`src/rtl/ee_spi_pkg.sv`:
```
package ee_spi_pkg;
  typedef enum logic [2:0] {PH_OPC, PH_ADR, PH_DIN, PH_OUT, PH_LOCK} phase_e;
  typedef enum logic [2:0] {CMD_NONE, CMD_RDSR, CMD_WRSR, CMD_READ, CMD_WRITE} cmd_e;

  localparam logic [2:0] OP_SET_LATCH = 3'b110;
  localparam logic [2:0] OP_CLR_LATCH = 3'b100;
  localparam logic [2:0] OP_RD_STAT   = 3'b101;
  localparam logic [2:0] OP_WR_STAT   = 3'b001;
  localparam logic [2:0] OP_RD_ARRAY  = 3'b011;
  localparam logic [2:0] OP_WR_ARRAY  = 3'b010;
endpackage

```
`src/rtl/ee_spi_sampler.sv`:
```
module ee_spi_sampler (
  input  logic clk_i,
  input  logic rst_ni,
  input  logic cs_ni,
  input  logic sck_i,
  input  logic hold_ni,
  output logic sck_rise_o,
  output logic sck_fall_o,
  output logic cs_rise_o,
  output logic holding_o
);
  logic sck_q, cs_q, hold_q;

  always_ff @(posedge clk_i or negedge rst_ni) begin
    if (!rst_ni) begin
      sck_q  <= 1'b0;
      cs_q   <= 1'b1;
      hold_q <= 1'b0;
    end else begin
      sck_q <= sck_i;
      cs_q  <= cs_ni;
      if (cs_ni)       hold_q <= 1'b0;
      else if (!sck_i) hold_q <= !hold_ni;  // pause changes only with clock low
    end
  end

  assign sck_rise_o = !cs_ni && !hold_q &&  sck_i && !sck_q;
  assign sck_fall_o = !cs_ni && !hold_q && !sck_i &&  sck_q;
  assign cs_rise_o  = cs_ni && !cs_q;
  assign holding_o  = hold_q;
endmodule

```
`src/rtl/ee_spi_outshift.sv`:
```
module ee_spi_outshift #(
  parameter int BYTE_W = 8
) (
  input  logic              clk_i,
  input  logic              rst_ni,
  input  logic              clear_i,
  input  logic              shift_i,
  input  logic [BYTE_W-1:0] load_i,
  output logic              so_o,
  output logic              active_o,
  output logic              byte_done_o
);
  localparam int CW = $clog2(BYTE_W);

  logic [CW-1:0]     cnt_q;
  logic [BYTE_W-2:0] sh_q;
  logic              so_q, act_q;

  always_ff @(posedge clk_i or negedge rst_ni) begin
    if (!rst_ni) begin
      cnt_q <= '0;
      sh_q  <= '0;
      so_q  <= 1'b0;
      act_q <= 1'b0;
    end else if (clear_i) begin
      cnt_q <= '0;
      act_q <= 1'b0;
      so_q  <= 1'b0;
    end else if (shift_i) begin
      act_q <= 1'b1;
      cnt_q <= cnt_q + CW'(1);
      if (cnt_q == '0) {so_q, sh_q} <= load_i;
      else             {so_q, sh_q} <= {sh_q, 1'b0};
    end
  end

  assign so_o        = so_q;
  assign active_o    = act_q;
  assign byte_done_o = shift_i && (cnt_q == CW'(BYTE_W - 1));
endmodule

```
`src/rtl/ee_spi_front.sv`:
```
module ee_spi_front
  import ee_spi_pkg::*;
#(
  parameter int MEM_AW  = 14,
  parameter int ADR_BITS = 16,
  parameter int PAGE_AW = 5
) (
  input  logic              clk_i,
  input  logic              rst_ni,
  input  logic              cs_ni,
  input  logic              sck_i,
  input  logic              si_i,
  input  logic              hold_ni,
  output logic              so_o,
  output logic              so_oe_o,
  input  logic              busy_i,
  input  logic              wel_i,
  input  logic              wpen_i,
  input  logic [1:0]        bp_i,
  output logic [MEM_AW-1:0] rd_addr_o,
  input  logic [7:0]        rd_data_i,
  output logic              wel_set_o,
  output logic              wel_clr_o,
  output logic              sr_wr_o,
  output logic [7:0]        sr_data_o,
  output logic              wr_byte_o,
  output logic [MEM_AW-1:0] wr_addr_o,
  output logic [7:0]        wr_data_o,
  output logic              wr_commit_o
);
  localparam int CNT_W = $clog2(ADR_BITS);

  logic sck_rise, sck_fall, cs_rise, holding;
  logic out_active, byte_done, shift_out;
  logic [7:0] status, load_byte, in_bit;

  phase_e            phase_q;
  cmd_e              cmd_q;
  logic [CNT_W-1:0]  cnt_q;
  logic [6:0]        in_sh_q;
  logic [MEM_AW-1:0] addr_q;
  logic              byte_seen_q, oe_q;
  logic              set_q, clr_q, srw_q, wrb_q, cmt_q;
  logic [7:0]        sr_data_q, wr_data_q;
  logic [MEM_AW-1:0] wr_addr_q;

  ee_spi_sampler u_smp (
    .clk_i, .rst_ni, .cs_ni, .sck_i, .hold_ni,
    .sck_rise_o(sck_rise), .sck_fall_o(sck_fall),
    .cs_rise_o(cs_rise), .holding_o(holding)
  );

  assign status    = busy_i ? 8'hFF : {wpen_i, 3'b000, bp_i, wel_i, 1'b0};
  assign load_byte = (cmd_q == CMD_RDSR) ? status : rd_data_i;
  assign shift_out = sck_fall && (phase_q == PH_OUT);
  assign in_bit    = {in_sh_q, si_i};

  ee_spi_outshift #(.BYTE_W(8)) u_out (
    .clk_i, .rst_ni,
    .clear_i(cs_ni), .shift_i(shift_out), .load_i(load_byte),
    .so_o(so_o), .active_o(out_active), .byte_done_o(byte_done)
  );

  always_ff @(posedge clk_i or negedge rst_ni) begin
    if (!rst_ni) begin
      phase_q <= PH_OPC;  cmd_q <= CMD_NONE;  cnt_q <= '0;
      in_sh_q <= '0;      addr_q <= '0;       byte_seen_q <= 1'b0;
      oe_q <= 1'b0;
      set_q <= 1'b0; clr_q <= 1'b0; srw_q <= 1'b0; wrb_q <= 1'b0; cmt_q <= 1'b0;
      sr_data_q <= '0; wr_data_q <= '0; wr_addr_q <= '0;
    end else begin
      set_q <= 1'b0; clr_q <= 1'b0; srw_q <= 1'b0; wrb_q <= 1'b0;
      cmt_q <= cs_rise && (cmd_q == CMD_WRITE) && (phase_q == PH_DIN)
               && byte_seen_q && (cnt_q == '0);
      oe_q  <= !cs_ni && !holding && out_active;
      if (cs_ni) begin
        phase_q <= PH_OPC; cmd_q <= CMD_NONE; cnt_q <= '0; byte_seen_q <= 1'b0;
      end else if (sck_rise) begin
        unique case (phase_q)
          PH_OPC: begin
            in_sh_q <= in_bit[6:0];
            cnt_q   <= cnt_q + CNT_W'(1);
            if (cnt_q == CNT_W'(7)) begin
              cnt_q   <= '0;
              phase_q <= PH_LOCK;
              if (in_bit[7:4] == 4'h0 && !(busy_i && in_bit[2:0] != OP_RD_STAT)) begin
                unique case (in_bit[2:0])
                  OP_SET_LATCH: set_q <= 1'b1;
                  OP_CLR_LATCH: clr_q <= 1'b1;
                  OP_RD_STAT:   begin cmd_q <= CMD_RDSR; phase_q <= PH_OUT; end
                  OP_WR_STAT:   if (wel_i) begin cmd_q <= CMD_WRSR; phase_q <= PH_DIN; end
                  OP_RD_ARRAY:  begin cmd_q <= CMD_READ; phase_q <= PH_ADR; end
                  OP_WR_ARRAY:  if (wel_i) begin cmd_q <= CMD_WRITE; phase_q <= PH_ADR; end
                  default: ;
                endcase
              end
            end
          end
          PH_ADR: begin
            addr_q <= {addr_q[MEM_AW-2:0], si_i};  // upper bits fall off
            cnt_q  <= cnt_q + CNT_W'(1);
            if (cnt_q == CNT_W'(ADR_BITS - 1)) begin
              cnt_q   <= '0;
              phase_q <= (cmd_q == CMD_READ) ? PH_OUT : PH_DIN;
            end
          end
          PH_DIN: begin
            in_sh_q <= in_bit[6:0];
            cnt_q   <= cnt_q + CNT_W'(1);
            if (cnt_q == CNT_W'(7)) begin
              cnt_q <= '0;
              if (cmd_q == CMD_WRSR) begin
                srw_q     <= 1'b1;
                sr_data_q <= in_bit;
                phase_q   <= PH_LOCK;
              end else begin
                wrb_q       <= 1'b1;
                wr_data_q   <= in_bit;
                wr_addr_q   <= addr_q;
                byte_seen_q <= 1'b1;
                addr_q[PAGE_AW-1:0] <= addr_q[PAGE_AW-1:0] + PAGE_AW'(1);
              end
            end
          end
          default: ;
        endcase
      end else if (byte_done && cmd_q == CMD_READ) begin
        addr_q <= addr_q + MEM_AW'(1);
      end
    end
  end

  assign so_oe_o     = oe_q;
  assign rd_addr_o   = addr_q;
  assign wel_set_o   = set_q;
  assign wel_clr_o   = clr_q;
  assign sr_wr_o     = srw_q;
  assign sr_data_o   = sr_data_q;
  assign wr_byte_o   = wrb_q;
  assign wr_addr_o   = wr_addr_q;
  assign wr_data_o   = wr_data_q;
  assign wr_commit_o = cmt_q;
endmodule

```
`config.mk`:
```
export PLATFORM = sky130hd
export DESIGN_NAME = ee_spi_front
export DESIGN_NICKNAME = d
export VERILOG_FILES = /design/src/rtl/ee_spi_pkg.sv /design/src/rtl/ee_spi_sampler.sv /design/src/rtl/ee_spi_outshift.sv /design/src/rtl/ee_spi_front.sv
export SDC_FILE = /design/constraint.sdc
export NUM_CORES = 1
export LEC_CHECK = 0
export BUFFER_PORTS_ARGS = -buffer_cell sky130_fd_sc_hd__clkbuf_2
export CAP_MARGIN = 15
export CORE_MARGIN = 1
export CORE_UTILIZATION = 56
export CTS_CLUSTER_DIAMETER = 80
export CTS_CLUSTER_SIZE = 16
export DETAILED_ROUTE_END_ITERATION = 10
export PLACE_DENSITY_LB_ADDON = 0.15
export SLEW_MARGIN = 20
export SYNTH_ARGS = -nofsm -noshare
export SYNTH_HDL_FRONTEND = slang
export SYNTH_SLANG_ARGS = --single-unit
```
`constraint.sdc`:
```
create_clock -name clk_i -period 3.1 [get_ports clk_i]
set_clock_uncertainty 0.2 [all_clocks]
set_input_delay 0.155 -clock clk_i [delete_from_list [all_inputs] [get_ports clk_i]]
set_output_delay 0.155 -clock clk_i [all_outputs]
set_load 0.02 [all_outputs]
```
Yosys cells after proc, flatten, opt, wreduce, memory -nomap -nowiden

Index checks and enable logic that the tools add are counted.

Input bits: 19
Register bits: 83
Latch bits: 0
Output and inout port bits: 51
Word-level logic and storage cells: 176
Memories: 0
RAM bits: 0
Memory bits (read-only): 0

Reduce and logical (&&, ||, !) cells: 48
Add/sub/neg operators: 4
Shifts and indexed selects: 0
Order comparisons: 0
Mux-type cells: 70
Bitwise logic cells: 2
Eq/ne operators: 29
Divide/modulo/power cells: 0
Multiply operators: 0

Operators by type and width:

| cell                                                                     | count |
|---|---|
| 3-bit 2-to-1 mux                                                         | 18 |
| 1-bit 2-to-1 mux                                                         | 35 |
| 14-bit 2-to-1 mux                                                        | 2 |
| 3-bit case mux with 4 select lines                                       | 2 |
| 3-bit by 2-bit equality test with 1-bit output (second input constant)   | 6 |
| 3-bit inequality test (second input constant)                            | 6 |
| 1-bit logical AND                                                        | 16 |
| 4-bit 2-to-1 mux                                                         | 4 |
| 8-bit 2-to-1 mux                                                         | 2 |
| 3-bit equality test (second input constant)                              | 5 |
| 5-bit AND reduction                                                      | 3 |
| 14-bit by 1-bit adder with 14-bit output (second input constant)         | 1 |
| 2-bit nonzero test                                                       | 7 |
| 5-bit 2-to-1 mux                                                         | 2 |
| 5-bit case mux with 2 select lines                                       | 1 |
| 3-bit by 1-bit equality test with 1-bit output (second input constant)   | 3 |
| 9-bit 2-to-1 mux                                                         | 1 |
| 3-bit by 2-bit inequality test with 1-bit output (second input constant) | 3 |
| 3-bit case mux with 3 select lines                                       | 1 |
| 4-bit zero test                                                          | 2 |
| 4-bit case mux with 2 select lines                                       | 1 |
| 1-bit zero test                                                          | 7 |
| 7-bit 2-to-1 mux                                                         | 1 |
| 7-bit AND reduction                                                      | 1 |
| other kinds (18)                                                         | 23 |

Longest topological paths before layout

Gate-level depths: netlist of the first run.

Word-level depth: 9
Depth in mapped cells: 7
Mapped depth without buffers: 7

Cells and area by module

From an unflattened synthesis of the first run, not the netlist that was laid out.

Cells, all modules: 390
Area, all modules: 4166.5 um^2

By module, submodules not included:

| module          | cells an instance | times used | area an instance (um^2) | sequential area each (um^2) |
|---|---|---|---|---|
| ee_spi_front    | 326               | 1          | 3448.3                  | 1701.6 |
| ee_spi_outshift | 55                | 1          | 599.3                   | 300.3 |
| ee_spi_sampler  | 9                 | 1          | 118.9                   | 76.3 |

Least setup slack after synthesis of the first run

OpenSTA, ideal clock, no wires.

Path type: flip-flop to flip-flop
Start: reg u_smp.hold_q, in the netlist u_smp.holding_o
End: reg wr_addr_q[11], in the netlist wr_addr_o[11]
Path slack: 698 ps
Buffers on the path: 2
Arrival: 2075 ps
Stages on the path, launching flop included: 6
Setup time: 128 ps
Clock period less this slack: 2402 ps
Required time: 2772 ps
Path through: dfrtp_1 > or4b_1 > buf_2 > nor4_4 > buf_2 > mux2_1

Cells in the longest elaborated chain, start to end: 5

RTL lines:

| element                        | line                 | source |
|---|---|---|
| start, declared                | ee_spi_sampler.sv:12 | `logic sck_q, cs_q, hold_q;` |
| start signal, assigned         | ee_spi_sampler.sv:23 | `else if (!sck_i) hold_q <= !hold_ni;` |
| 1-bit zero test                | ee_spi_sampler.sv:27 | `assign sck_rise_o = !cs_ni && !hold_q && sck_i && !sck_q;` |
| 1-bit logical AND (3 in a row) | ee_spi_sampler.sv:27 |  |
| 5-bit AND reduction (no line)  | -                    |  |
| end signal, assigned           | ee_spi_front.sv:119  | `wr_addr_q <= addr_q;` |
| end, declared                  | ee_spi_front.sv:45   | `logic [MEM_AW-1:0] wr_addr_q;` |

Every way passes these cells.
A chain may end at the register's enable or synchronous reset.

Worst setup path in the final report of the first run

Start: in cs_ni
End: reg addr_q[4], in the netlist rd_addr_o[4]

Cells in the longest elaborated chain, start to end: 9
Elaborated cells between the ends (all ways): 16
Classes of those cells: 3 x eq/ne; 1 x mux; 1 x bitwise; 11 x reduce/logical

RTL lines:

| element                        | line                                       | source |
|---|---|---|
| start, declared                | ee_spi_front.sv:10                         | `input logic cs_ni,` |
| 1-bit zero test                | ee_spi_sampler.sv:27, ee_spi_sampler.sv:28 |  |
| 1-bit logical AND              | ee_spi_sampler.sv:27, ee_spi_sampler.sv:28 |  |
| 1-bit logical AND (2 in a row) | ee_spi_sampler.sv:28                       | `assign sck_fall_o = !cs_ni && !hold_q && !sck_i && sck_q;` |
| 1-bit logical AND              | ee_spi_front.sv:55                         | `assign shift_out = sck_fall && (phase_q == PH_OUT);` |
| 1-bit logical AND              | ee_spi_outshift.sv:39                      | `assign byte_done_o = shift_i && (cnt_q == CW'(BYTE_W - 1));` |
| 1-bit logical AND              | ee_spi_front.sv:127                        | `end else if (byte_done && cmd_q == CMD_READ) begin` |
| 2-bit nonzero test (no line)   | -                                          |  |
| 5-bit AND reduction (no line)  | -                                          |  |
| end signal, assigned           | ee_spi_front.sv:100                        | `addr_q <= {addr_q[MEM_AW-2:0], si_i};` |
| end signal, assigned by index  | ee_spi_front.sv:121                        | `addr_q[PAGE_AW-1:0] <= addr_q[PAGE_AW-1:0] + PAGE_AW'(1);` |
| end signal, assigned           | ee_spi_front.sv:128                        | `addr_q <= addr_q + MEM_AW'(1);` |
| end, declared                  | ee_spi_front.sv:41                         | `logic [MEM_AW-1:0] addr_q;` |

Parallel ways exist; a longest one is shown, timed or not.

==> reports/results.tsv, run 1 <==
stage	metric	value	unit
placement	gp_congestion	0.8993	
timing	max_freq	384.5	MHz
grt	use_met1	0.3400	
grt	grt_pass1_vias	2948	
clocking	h-tree-depth	3	
yosys	yosysUniqueCellTypes	60	
finish	area_growth	17.56	%
setup_path	crit_path_end_kind	flop	
yosys	yosys_most_used_dff	dfrtp_1	
placement	dp_cells	528	
grt	use_met2	0.3944	
finish	fin_util	0.6900	
routing	drc	0	
yosys	synth.area.top_cells	dfrtp_1 (51%), mux2_1 (6.7%), mux2_2 (3.6%)	
placement	portBuffers	69	
routing	drt_iter0_drc	184	
clocking	insertion_delay	0.36	ns
setup_path	start_kind	primary input	
routing	vias_per_cell	5.799	
power	p_leak	2.352	nW
grt	grt_pass1_wl	14520	um
grt	met3_usage	0.06825	
yosys	synth_top_area_share	0.5062	
finish	final_cell_area	0.004766	mm^2
clocking	clock_path_buffers	2	
finish	final_cell_mix	dfrtp_1 (82), clkbuf_2 (68), nand2_1 (36)	
setup_path	path_max_fanout	10	
die	start_util	0.5870	
yosys	ys_seq_area_frac	0.5127	
routing	detail-route-antenna-nets	0	
timing	maxSlewViolCount	0	
timing	final_hold_viol_count	0	
setup_path	worstPathArrival	2.62	ns
timing	post-route-period-util	0.8390	
clocking	cts_tree	built	
yosys	synthArstFlopShare	1.000	
timing	worstMarginPinSlew	0.7448	ns
timing	setup_tns	0	ns
power	p_per_area	486.8	mW/mm^2
routing	wire_per_inst	16.16	um
clocking	cts_buffers	9	
finish	diodes	0	
die	die_width	87.08	um
timing	setup_viol	0	
yosys	syn_avg_cell_area	10.75	um^2
grt	grt.total_usage	0.2514	
run	max_cap_viol_count	0	
finish	drive_above_1_share	0.2500	
timing	finalWorstSetupSlack	0.4990	ns
placement	preCtsSetupSlack	0.5306	ns
yosys	synth_seq_cells	83	
power	finalPower	2.320	mW
clocking	hold_buffers	8	
die	pin_count	70	
yosys	synthesis.nets	402	
routing	firstDrtPassIters	4	
grt	antenna_found_initial	0	
yosys	syn_area	0.004054	mm^2
hold_path	holdCritPathClass	primary input to flop	
yosys	yosysWarnings	0	
die	die_area	0.007583	mm^2
finish	fillCellCount	586	
clocking	cts_post_setup_buffers_inserted	0	
timing	period_needed	2.601	ns
grt	globalRoute.busiestLayer	met2	
die	core	0.006907	mm^2
placement	hpwl	6020	um
clocking	ctsRootBufferMaster	clkbuf_8	
routing	vias	3201	
timing	rsz0062_at_grt	no	
grt	grt_max_degree	84	
finish	layout.nets	476	
setup_path	required	3.12	ns
finish	fin_cells	552	
yosys	synth_edf_count	0	
clocking	clkTransAtPathRegs	0.09	ns
timing	whs	0.01229	ns
clocking	postCtsResizedCells	0	
die	rows	30	
power	ir_drop	0.0003367	V
clocking	cts.sinks	83	
setup_path	critPathKind	primary input to flop	
grt	grt.overflow.total	0	
yosys	synth_area_leader_cell	dfrtp_1	
routing	wl	8921	um
yosys	synth_cells	377	
finish	final_common_cell	dfrtp_1	
timing	relSlewSlack	0.5035	
die	die_h	87.08	um
placement	placed_area	0.004472	mm^2
outcome	status	finished, final reports clean	
registers in the layout (all words and copies together) (netlist names), 3 cells and up:
name / count
u_out.sh_q: 7
phase_q: 3
cnt_q: 4
cmd_q: 3
wr_data_o: 8
wr_addr_o: 14
u_out.cnt_q: 3
in_sh_q: 7
rd_addr_o: 14
sr_data_o: 8
synthesized netlist by cell type, drive strengths merged (4+ instances only):
cell type / number
dfrtp: 82
mux2: 37
nand2: 36
nor2: 28
a21oi: 25
o21ai: 18
nand3: 15
inv: 12
clkbuf: 11
buf: 9
nor3: 9
a211oi: 7
o31ai: 7
ha: 6
mux2i: 5
a311oi: 4
a31oi: 4
nand2b: 4
nor4b: 4
critical path, cell delays in order:
cell and delay (ns):
dlygate4sd3_1 0.53, clkbuf_2 0.19, or4b_1 0.73, nor4b_1 0.54, a2111oi_4 0.18, a31oi_1 0.23
a311oi_1 0.07
worst paths after layout:
path,end,cells after the start,startpoint,slack [ns]
max,rd_addr_o[4]$_DFFE_PN0P_,7,cs_ni,0.50
min,u_out.sh_q[1]$_DFFE_PN0P_,4,rd_data_i[1],0.01
max reg2reg,cmd_q[2]$_DFFE_PN0P_,5,in_sh_q[4]$_DFFE_PN0P_,0.50
min reg2reg,u_out.sh_q[5]$_DFFE_PN0P_,2,u_out.sh_q[5]$_DFFE_PN0P_,0.28
max in group asynchronous,wr_addr_o[11]$_DFFE_PN0P_,2,rst_ni,1.98
min in group asynchronous,cnt_q[1]$_DFFE_PN0P_,2,rst_ni,0.21
metal layers:
| metal | vias to the layer above | wire, um |
|---|---|---|
| met2 | 100 | 4253 |
| met4 | 0 | 123 |
| met5 | - | 0 |
| met3 | 11 | 468 |
| met1 | 1566 | 4075 |
| li1 | 1524 | - |
area by class of cell:
| cell class | count | area [um^2] | area share |
|---|---|---|---|
| flip-flops and latches | 83 | 2078 | 0.4361 |
| multi-input cells | 262 | 1836 | 0.3851 |
| repair buffers | 83 | 476.7 | 0.1000 |
| clock buffers | 10 | 137.6 | 0.02888 |
| well taps | 96 | 120.1 | 0.02520 |
| clock inverters | 6 | 72.57 | 0.01523 |
| inverters | 12 | 45.04 | 0.009451 |
cell families (layout without fill, tap and decap cells):
logic type               count (synthesis)  after routing  synth area share
AO/OA/AOI/OAI                           85             85            0.1414
multiplexers                            42             42            0.1151
buffers and inverters                   32            111           0.03457
adder cells (fa/ha/maj)                  6              6           0.01852
AND/OR/NAND/NOR                        126            126            0.1713
flip-flops                              83             83            0.5127
XOR/XNOR                                 3              3          0.006483
power breakdown:
part,switching (mW),internal [mW],total (mW)
Clock,0.408,0.404,0.812
Combinational,0.161,0.119,0.280
Sequential,0.0913,1.14,1.23
Power figures use the tool's default switching activity.
==> run 2: changes to the inputs <==
Settings changed: ABC_AREA from default to 1.
Clock period 3.1 ns to 2.6 ns, I/O delays scaled along.
==> reports/results.tsv, run 2 <==
stage	metric	value	unit	change
die	rows	31		was 30
grt	grt_max_degree	47		was 84
clocking	ctsRootBufferMaster	clkbuf_8		unchanged
timing	worstMarginPinSlew	0.5031	ns	was 0.7448 ns
routing	firstDrtPassIters	5		was 4
power	p_per_area	717.5	mW/mm^2	was 486.8 mW/mm^2
routing	vias	3870		was 3,201
timing	final_hold_viol_count	0		unchanged
placement	portBuffers	69		unchanged
routing	drt_iter0_drc	200		was 184
timing	period_needed	2.311	ns	
yosys	synth_cells	544		was 377
power	finalPower	3.654	mW	was 2.320 mW
die	core	0.007292	mm^2	was 0.006907 mm^2
routing	wire_per_inst	13.15	um	was 16.16 um
outcome	status	finished, final reports clean		unchanged
grt	antenna_found_initial	0		unchanged
hold_path	holdCritPathClass	primary input to async pin		was primary input to flop
finish	area_growth	19.53	%	was 17.56%
run	max_cap_viol_count	0		unchanged
yosys	ys_top_cells_by_count	nand2_1 (195), dfrtp_1 (82), inv_1 (59), nand3_1 (39), o21ai_0 (39)		was dfrtp_1 (82), nand2_1 (36), nor2_1 (28), a21oi_1 (25), mux2_1 (24)
yosys	synth.area.top_cells	dfrtp_1 (48%), nand2_1 (17%), inv_1 (5.2%)		was dfrtp_1 (51%), mux2_1 (6.7%), mux2_2 (3.6%)
die	die_width	89.22	um	was 87.08 um
routing	detail-route-antenna-nets	0		unchanged
die	pin_count	70		unchanged
clocking	cts.sinks	83		unchanged
finish	final_cell_area	0.005092	mm^2	was 0.004766 mm^2
placement	hpwl	6828	um	was 6020 um
grt	grt.total_usage	0.2694		was 0.2514
power	p_leak	2.692	nW	was 2.352 nW
placement	gp_congestion	0.8850		was 0.8993
clocking	clkTransAtPathRegs	0.09	ns	about the same
finish	fin_util	0.6984		was 0.6900
routing	drc	0		unchanged
yosys	syn_avg_cell_area	7.832	um^2	was 10.75 um^2
yosys	synthesis.nets	569		was 402
placement	placed_area	0.004679	mm^2	was 0.004472 mm^2
yosys	synthArstFlopShare	1.000		unchanged
setup_path	rr_startpoint	cmd_q[2]$_DFFE_PN0P_		was in_sh_q[4]$_DFFE_PN0P_
routing	vias_per_cell	5.237		was 5.799
clocking	cts_buffers	9		unchanged
finish	final_common_cell	nand2_1		was dfrtp_1
yosys	synth_area_leader_cell	dfrtp_1		unchanged
finish	final_cell_mix	nand2_1 (195), dfrtp_1 (82), clkbuf_2 (68)		was dfrtp_1 (82), clkbuf_2 (68), nand2_1 (36)
setup_path	start_kind	flop		was primary input
timing	finalWorstSetupSlack	0.2889	ns	was 0.4990 ns
setup_path	r2r_end	u_out.so_o$_DFFE_PN0P_		was cmd_q[2]$_DFFE_PN0P_
clocking	h-tree-depth	3		unchanged
timing	relSlewSlack	0.6646		was 0.5035
timing	rsz0062_at_grt	no		unchanged
yosys	synth_edf_count	0		unchanged
timing	whs	0.05996	ns	was 0.01229 ns
setup_path	worstPathArrival	2.35	ns	was 2.62 ns
grt	grt_pass1_vias	3691		was 2,948
clocking	cts_tree	built		unchanged
setup_path	path_max_fanout	8		was 10
finish	fin_cells	739		was 552
setup_path	critPathKind	flop to flop		was primary input to flop
finish	drive_above_1_share	0.1938		was 0.2500
setup_path	crit_path_end_kind	flop		unchanged
yosys	ys_seq_area_frac	0.4878		was 0.5127
timing	maxSlewViolCount	0		unchanged
timing	setup_viol	0		unchanged
yosys	synth_top_area_share	0.4816		was 0.5062
timing	setup_tns	0	ns	unchanged
clocking	insertion_delay	0.36	ns	about the same
clocking	cts_post_setup_buffers_inserted	0		unchanged
clocking	hold_buffers	18		was 8
timing	post-route-period-util	0.8889		
finish	layout.nets	660		was 476
routing	wl	9721	um	was 8921 um
clocking	postCtsResizedCells	0		unchanged
grt	grt_pass1_wl	16300	um	was 14,520 um
power	ir_drop	0.0004703	V	was 0.0003367 V
setup_path	r2r_slack	0.29	ns	was 0.50 ns
die	die_area	0.007960	mm^2	was 0.007583 mm^2
clocking	clock_path_buffers	2		unchanged
die	die_h	89.22	um	was 87.08 um
yosys	yosysMostFrequentCell	nand2_1		was dfrtp_1
die	start_util	0.5842		was 0.5870
grt	grt.overflow.total	0		unchanged
yosys	syn_area	0.004260	mm^2	was 0.004054 mm^2
setup_path	worstRegToRegCells	7		was 5
yosys	synth_seq_cells	83		unchanged
yosys	yosysWarnings	0		unchanged
placement	dp_cells	705		was 528
yosys	yosysUniqueCellTypes	30		was 60
yosys	yosys_most_used_dff	dfrtp_1		unchanged
setup_path	required	2.63	ns	was 3.12 ns
placement	preCtsSetupSlack	0.6399	ns	was 0.5306 ns
finish	diodes	0		unchanged
timing	max_freq	432.7	MHz	
-- run 2: cell count changes after synthesis, moves of 6 or more --
cell      delta
a211oi_1     -7
a21oi_1     -15
o31ai_1      -7
mux2_1      -24
inv_1       +48
o21ai_1     +13
clkbuf_1    -10
nand2_1    +159
o21ai_0     +28
nand3_1     +24
o21ai_2     +10
nor3_1       -6
mux2_2      -13
-- run 2: how the worst max path moves through the flow --
stage,from,endpoint,slack (ns)
floorplan,cnt_q[0]$_DFFE_PN0P_,rd_addr_o[2]$_DFFE_PN0P_,0.93
global placement,phase_q[1]$_DFFE_PN0P_,rd_addr_o[12]$_DFFE_PN0P_,0.69
detailed placement,phase_q[1]$_DFFE_PN0P_,rd_addr_o[12]$_DFFE_PN0P_,0.64
CTS,cmd_q[2]$_DFFE_PN0P_,u_out.so_o$_DFFE_PN0P_,0.33
global route,cmd_q[2]$_DFFE_PN0P_,u_out.so_o$_DFFE_PN0P_,0.12
finish,cmd_q[2]$_DFFE_PN0P_,u_out.so_o$_DFFE_PN0P_,0.29
-- run 2: metal layers --
metal  share of wire  up-vias  track usage
met2            0.51      122       0.4670
met1            0.43     1806       0.3240
met3           0.043       21      0.05725
met5               0        -            0
met4           0.017        0       0.1183
li1                -     1921            -
-- run 2: final cells by class --
class | instances | area (um^2)
fillers | 602 | 2200
clock inverters | 6 | 95.09
clock buffers | 10 | 137.6
inverters | 64 | 240.2
multi-input cells | 385 | 1852
repair buffers | 92 | 565.5
well taps | 99 | 123.9
flip-flops and latches | 83 | 2078
-- run 2: report_power, final --
| part | switching [mW] | total, mW | internal (mW) |
|---|---|---|---|
| logic | 0.638 | 0.946 | 0.307 |
| registers | 0.201 | 1.63 | 1.43 |
| clock network | 0.497 | 1.07 | 0.577 |
| total | 1.34 | 3.65 | 2.32 |
-- run 2: worst max-delay path: stages (launching register included) --
cell           delay, ns
dfrtp_1             0.43
nor3_2              0.41
inv_1               0.24
nand2_1             0.11
nand2_1             0.05
dlygate4sd3_1       0.55
nor2_1              0.12
o21ai_1             0.07
-- run 2: kinds of logic (layout without fill, tap and decap cells) --
kind of cell    count (synthesis)  after routing  share of synthesized area
compound gates                 84             84                     0.1098
buf+inv                        76            172                    0.07753
fa+ha+maj                       6              6                    0.01762
xor+xnor                        2              2                   0.004112
simple gates                  293            293                     0.3031
flops                          83             83                     0.4878
